$ cat src/rtl/ser_shift_pkg.sv
package ser_shift_pkg;
  // control register write/read bit positions (bit WIDTH-1 reads done)
  localparam int CTL_GO  = 0;  // write: start, read: busy
  localparam int CTL_EXT = 1;  // external clock select
  localparam int CTL_MSB = 2;  // most significant bit first
  localparam int CTL_IE  = 3;  // interrupt enable

  typedef enum logic {
    SEL_CTRL = 1'b0,
    SEL_DATA = 1'b1
  } reg_sel_e;

  typedef struct packed {
    logic ext;
    logic msb;
    logic ie;
  } mode_t;
endpackage

$ cat src/rtl/ser_sck_gen.sv
module ser_sck_gen #(
  parameter int SYNC_STAGES = 2
) (
  input  logic clk,
  input  logic rst_n,
  input  logic run,
  input  logic ext,
  input  logic tick,
  input  logic sck_i,
  output logic sck_o,
  output logic sck_oe,
  output logic fall,
  output logic rise
);
  localparam int CHAIN = SYNC_STAGES + 1;

  logic [CHAIN-1:0] sync_q;
  logic             int_q;
  logic             s_now, s_prev;

  // synchronizer plus one history flop for edge detection
  always_ff @(posedge clk or negedge rst_n) begin
    if (!rst_n) sync_q <= '1;
    else        sync_q <= {sync_q[CHAIN-2:0], sck_i};
  end

  assign s_now  = sync_q[CHAIN-2];
  assign s_prev = sync_q[CHAIN-1];

  // internal clock: idles high, toggles per strobe while running
  always_ff @(posedge clk or negedge rst_n) begin
    if (!rst_n)                int_q <= 1'b1;
    else if (run && !ext) begin
      if (tick)                int_q <= ~int_q;
    end else                   int_q <= 1'b1;
  end

  always_comb begin
    if (ext) begin
      fall = run &  s_prev & ~s_now;
      rise = run & ~s_prev &  s_now;
    end else begin
      fall = run & tick &  int_q;
      rise = run & tick & ~int_q;
    end
  end

  assign sck_o  = int_q;
  assign sck_oe = ~ext;
endmodule

$ cat src/rtl/ser_shift_core.sv
module ser_shift_core #(
  parameter int WIDTH = 8
) (
  input  logic             clk,
  input  logic             rst_n,
  input  logic             load,
  input  logic [WIDTH-1:0] load_val,
  input  logic             start,
  input  logic             fall,
  input  logic             rise,
  input  logic             msb_first,
  input  logic             sd_i,
  output logic [WIDTH-1:0] shreg,
  output logic             sd_o,
  output logic             last
);
  localparam int CW = $clog2(WIDTH + 1);

  logic [CW-1:0] cnt_q;
  logic          out_q;

  always_ff @(posedge clk or negedge rst_n) begin
    if (!rst_n) begin
      shreg <= '0;
      cnt_q <= '0;
      out_q <= 1'b1;
    end else begin
      if (load) shreg <= load_val;
      if (start) cnt_q <= '0;
      if (fall) out_q <= msb_first ? shreg[WIDTH-1] : shreg[0];
      if (rise) begin
        cnt_q <= cnt_q + 1'b1;
        if (msb_first) shreg <= {shreg[WIDTH-2:0], sd_i};
        else           shreg <= {sd_i, shreg[WIDTH-1:1]};
      end
    end
  end

  assign last = rise && (cnt_q == CW'(WIDTH - 1));
  assign sd_o = out_q;
endmodule

$ cat src/rtl/ser_shift_port.sv
module ser_shift_port #(
  parameter int WIDTH       = 8,
  parameter int SYNC_STAGES = 2
) (
  input  logic             clk,
  input  logic             rst_n,
  input  logic             cyc_tick,
  input  logic             bus_wr,
  input  logic             bus_rd,
  input  logic             bus_addr,
  input  logic [WIDTH-1:0] bus_wdata,
  output logic [WIDTH-1:0] bus_rdata,
  input  logic             sck_i,
  output logic             sck_o,
  output logic             sck_oe,
  input  logic             sd_i,
  output logic             sd_o,
  output logic             irq
);
  import ser_shift_pkg::*;

  mode_t            mode_q;
  logic             busy_q, done_q;
  logic             wr_ctrl, wr_data, data_acc, start;
  logic             fall, rise, last;
  logic [WIDTH-1:0] shreg;
  logic [WIDTH-1:0] ctl_view;
  logic             unused_wdata;

  assign wr_ctrl  = bus_wr && (bus_addr == SEL_CTRL) && !busy_q;
  assign wr_data  = bus_wr && (bus_addr == SEL_DATA) && !busy_q;
  assign data_acc = (bus_wr || bus_rd) && (bus_addr == SEL_DATA);
  assign start    = wr_ctrl && bus_wdata[CTL_GO];

  assign unused_wdata = ^bus_wdata[WIDTH-1:CTL_IE+1];

  always_ff @(posedge clk or negedge rst_n) begin
    if (!rst_n) begin
      mode_q <= '0;
      busy_q <= 1'b0;
      done_q <= 1'b0;
    end else begin
      if (wr_ctrl) begin
        mode_q.ext <= bus_wdata[CTL_EXT];
        mode_q.msb <= bus_wdata[CTL_MSB];
        mode_q.ie  <= bus_wdata[CTL_IE];
      end
      if (start)     busy_q <= 1'b1;
      else if (last) busy_q <= 1'b0;
      if (last)                    done_q <= 1'b1;
      else if (start || data_acc)  done_q <= 1'b0;
    end
  end

  ser_sck_gen #(.SYNC_STAGES(SYNC_STAGES)) u_sck (
    .clk    (clk),
    .rst_n  (rst_n),
    .run    (busy_q),
    .ext    (mode_q.ext),
    .tick   (cyc_tick),
    .sck_i  (sck_i),
    .sck_o  (sck_o),
    .sck_oe (sck_oe),
    .fall   (fall),
    .rise   (rise)
  );

  ser_shift_core #(.WIDTH(WIDTH)) u_core (
    .clk       (clk),
    .rst_n     (rst_n),
    .load      (wr_data),
    .load_val  (bus_wdata),
    .start     (start),
    .fall      (fall),
    .rise      (rise),
    .msb_first (mode_q.msb),
    .sd_i      (sd_i),
    .shreg     (shreg),
    .sd_o      (sd_o),
    .last      (last)
  );

  always_comb begin
    ctl_view          = '0;
    ctl_view[CTL_GO]  = busy_q;
    ctl_view[CTL_EXT] = mode_q.ext;
    ctl_view[CTL_MSB] = mode_q.msb;
    ctl_view[CTL_IE]  = mode_q.ie;
    ctl_view[WIDTH-1] = done_q;
  end

  assign bus_rdata = (bus_addr == SEL_DATA) ? shreg : ctl_view;
  assign irq       = done_q & mode_q.ie;
endmodule

$ cat config.mk
export PLATFORM = sky130hd
export DESIGN_NAME = ser_shift_port
export DESIGN_NICKNAME = d
export VERILOG_FILES = /design/src/rtl/ser_shift_pkg.sv /design/src/rtl/ser_sck_gen.sv /design/src/rtl/ser_shift_core.sv /design/src/rtl/ser_shift_port.sv
export SDC_FILE = /design/constraint.sdc
export NUM_CORES = 1
export LEC_CHECK = 0
export ABC_CLOCK_PERIOD_IN_PS = 1900
export BUFFER_PORTS_ARGS = -buffer_cell sky130_fd_sc_hd__buf_2
export CORE_MARGIN = 2
export CORE_UTILIZATION = 43
export DETAILED_ROUTE_END_ITERATION = 8
export PLACE_DENSITY = 0.66
export SYNTH_ARGS = -nofsm -noshare
export SYNTH_HDL_FRONTEND = slang
export SYNTH_SLANG_ARGS = --single-unit
export TNS_END_PERCENT = 10
$ cat constraint.sdc
create_clock -name clk -period 1.9 [get_ports clk]
set_input_delay 0.285 -clock clk [delete_from_list [all_inputs] [get_ports clk]]
set_output_delay 0.285 -clock clk [all_outputs]
set_load 0.02 [all_outputs]
==> run_results.csv <==
group,metric,value,unit
final_layout,instances_no_fill,165,
setup_path,critPathTopFamily,"flip-flops",
floorplanning,coreArea,2710,µm²
routing,vias,918,
final_layout,seqCellArea,557,µm²
placement,dpl-instance-area,1370,µm²
global_routing,grt_pass1_wl,4.31,mm
sta,setup_slack,220,ps
pwr,power,2.09,mW
status,outcome,"finished, final reports clean",
sta,timing.final.crit_share,88.4,%
clock_network,cts-resized-gates,0,
floorplanning,num_io_pins,28,
setup_path,crit_fanout,9,
placement,dp_hpwl,1.92,mm
synth,netlist_area,1210,µm²
synth,synth_top_area_share,35.2,%
synth,syn_nets,123,
final_layout,diodes,0,
routing,drt_first_iter_violations,17,
run,maxCapViolCount,0,
clock_network,clk_pin_slew,120,ps
sta,max_freq,0.595,GHz
sta,tns,0,ps
routing,finalWirelength,2.61,mm
setup_path,r2r-end,"u_core.cnt_q[3]$_DFFE_PN0P_",
worst_hold_path,min_path_cells,1,
synth,async_reset_ff_share,100,%
synth,synth-seq-area-share,46.0,%
global_routing,antenna_found_initial,0,
synth,yosys-top-cells-area,"dfrtp_1 35%, mux2i_1 13%, dfstp_2 11%",
clock_network,clockBufferDepth,2,
pwr,p_leak,0.661,nW
synth,synthTopCellsByCount,"17 x dfrtp_1, 16 x mux2i_1, 9 x nand2_1",
clock_network,insertion_delay,310,ps
floorplanning,die_w,57.0,µm
setup_path,worstPathCellList,"inv_1 -> o21ai_0 -> buf_2",
sta,period_needed,1680,ps
final_layout,stdcell_area,1410,µm²
synth,syn_inst,106,
routing,vias_per_cell,5.56,
global_routing,grt_max_degree,23,
synth,ys_warn_count,0,
clock_network,cts_made_buffers,3,
synth,yosysTopAreaCell,"dfrtp_1",
routing,drc,0,
final_layout,nets,152,
clock_network,cts_setup_buffers,0,
worst_hold_path,hold_class,"in2reg",
floorplanning,rows,19,
final_layout,area_growth_syn_to_layout,16.6,%
synth,avgSynthCellArea,11.4,µm²
synth,synth_flop_cell,"dfrtp_1",
synth,synth_edf_count,0,
global_routing,grt_pass1_vias,879,
setup_path,startpoint_type,"register",
clock_network,cts_tree,"done",
floorplanning,die_height,57.0,µm
setup_path,worstSetupPathType,"reg2out",
pwr,power_density,1480,nW/µm²
setup_path,worst_path_max_delay_cell,"dfrtp_1",
global_routing,track_usage,17.2,%
floorplanning,initial_core_util,44.6,%
synth,ys_ff_latch,22,
final_layout,fill_cells,263,
setup_path,critPathRequiredTime,1620,ps
setup_path,cp-end-kind,"primary output",
sta,rsz0062_at_grt,"false",
worst_hold_path,hold_start,"sck_i",
clock_network,cts.sinks,22,
placement,io_buffers,27,
global_routing,grt_overflow,0,
floorplanning,dieArea,3250,µm²
setup_path,reg2reg_setup_slack,380,ps
sta,drv_slew,0,
final_layout,drive_gt1_share,38.8,%
sta,hold_violations,0,
synth,netlist-cell-type-count,33,
final_layout,multiInputGateArea,612,µm²
synth,yosysMostFrequentCell,"dfrtp_1",
setup_path,cp_num_buf_inv,2,
sta,fin_worst_skew,8.81,ps
placement,place_congestion,0.781,
placement,place_ws,377,ps
clock_network,htree_num_levels,1,
setup_path,cpPeakStageDelay,520,ps
worst_hold_path,holdPathEnd,"u_sck.sync_q[0]$_DFF_PN1_",
routing,wire_per_inst,15.8,µm
clock_network,cts-hold-fix-buffers,1,
routing,ant_nets,0,
sta,max_slew.worst_pin.slew,516,ps
setup_path,critPathArrivalTime,1390,ps
setup_path,r2r-start,"u_sck.sck_o$_DFFE_PN1P_",
sta,setup_viol,0,
placement,dpl.cell_count,160,
setup_path,rr_worst_depth,3,
clock_network,cts-root-buf,"clkbuf_4",
routing,drt-pass1-iter-count,4,
sta,relSlewSlack,65.6,%
pwr,vdd_drop_max,0.758,mV
## cells by family after synthesis
logic type      count (synthesis)  synth area share, %
flops                          22                 46.0
compound gates                 18                 10.8
xor+xnor                        1                0.724
simple gates                   31                 18.3
mux                            23                 19.8
fa+ha+maj                       1                 1.03
buf+inv                        10                 3.41
## area by class of cell
type | instances | share of cell area, %
clock buffer | 4 | 2.57
tap | 31 | 2.75
timing repair buffer | 28 | 10.3
multi-input combinational | 74 | 43.4
sequential | 22 | 39.5
inverter | 6 | 1.60
## sequential cells by signal (all words and copies together) (netlist names)
signal	flops
u_sck.sck_o	1
ctl_view	3
u_core.sd_o	1
u_sck.sync_q	3
busy_q	1
u_core.cnt_q	4
u_core.shreg	8
done_q	1
## worst reg2reg max path, stage by stage (launching register included)
cell       delay (ps)
dfstp_2           580
nand4bb_1         260
nand2_2           210
a221o_2           380
## through the flow
stage               utilization [%]  hold WS [ps]
finish                         52.1          59.4
global placement               50.4           288
floorplan                         -         -10.6
global route                   52.1          30.8
detailed placement             50.4           295
CTS                            52.1          49.0
## cells in the final DEF, fill, tap and decap left out, drive strengths merged
cell type     n
a21o          1
mux2i        16
nand3b        3
nand2b        1
and3b         2
a221o         2
nand4bb       2
a22o          1
dfrtp        17
dfstp         5
nand2        10
ha            1
and3          1
nand4b        1
inv           6
o22ai         1
a211oi        2
a21oi         2
buf          27
o21ai         5
nor2b         1
nor3b         1
nand3         3
xnor2         1
dlygate4sd3   1
and2          6
clkbuf        4
o221ai        4
mux2          7
## report_power, final
part | total (mW) | switching, mW | leakage (nW) | internal (mW)
Clock | 0.265 | 0.148 | 0.0210 | 0.117
Combinational | 0.915 | 0.451 | 0.381 | 0.464
Sequential | 0.910 | 0.235 | 0.259 | 0.674
Total | 2.09 | 0.834 | 0.661 | 1.26
## metal layers
metal | vias up | part of all wire [%] | wire length, µm | GRT usage [%]
li1 | 444 | - | - | -
met1 | 453 | 47 | 1230 | 25.1
met2 | 17 | 48 | 1250 | 25.6
met3 | 4 | 3.8 | 98 | 3.17
met4 | 0 | 1.3 | 34 | 5.98
met5 | - | 0 | 0 | 0
## worst max path at each step
| stage | startpoint | slack, ps | cells past startpoint | end |
|---|---|---|---|---|
| 2_1_floorplan | u_sck.sck_o$_DFFE_PN1P_ | 410 | 4 | u_core.cnt_q[3]$_DFFE_PN0P_ |
| 3_3_place_gp | u_sck.sck_o$_DFFE_PN1P_ | 410 | 3 | u_core.cnt_q[3]$_DFFE_PN0P_ |
| 3_5_place_dp | busy_q$_DFFE_PN0P_ | 380 | 3 | u_core.cnt_q[2]$_DFFE_PN0P_ |
| 4_1_cts | busy_q$_DFFE_PN0P_ | 210 | 3 | bus_rdata[0] |
| 5_1_grt | busy_q$_DFFE_PN0P_ | 110 | 3 | bus_rdata[0] |
| 6_report | busy_q$_DFFE_PN0P_ | 220 | 3 | bus_rdata[0] |
Power figures use the tool's default switching activity.
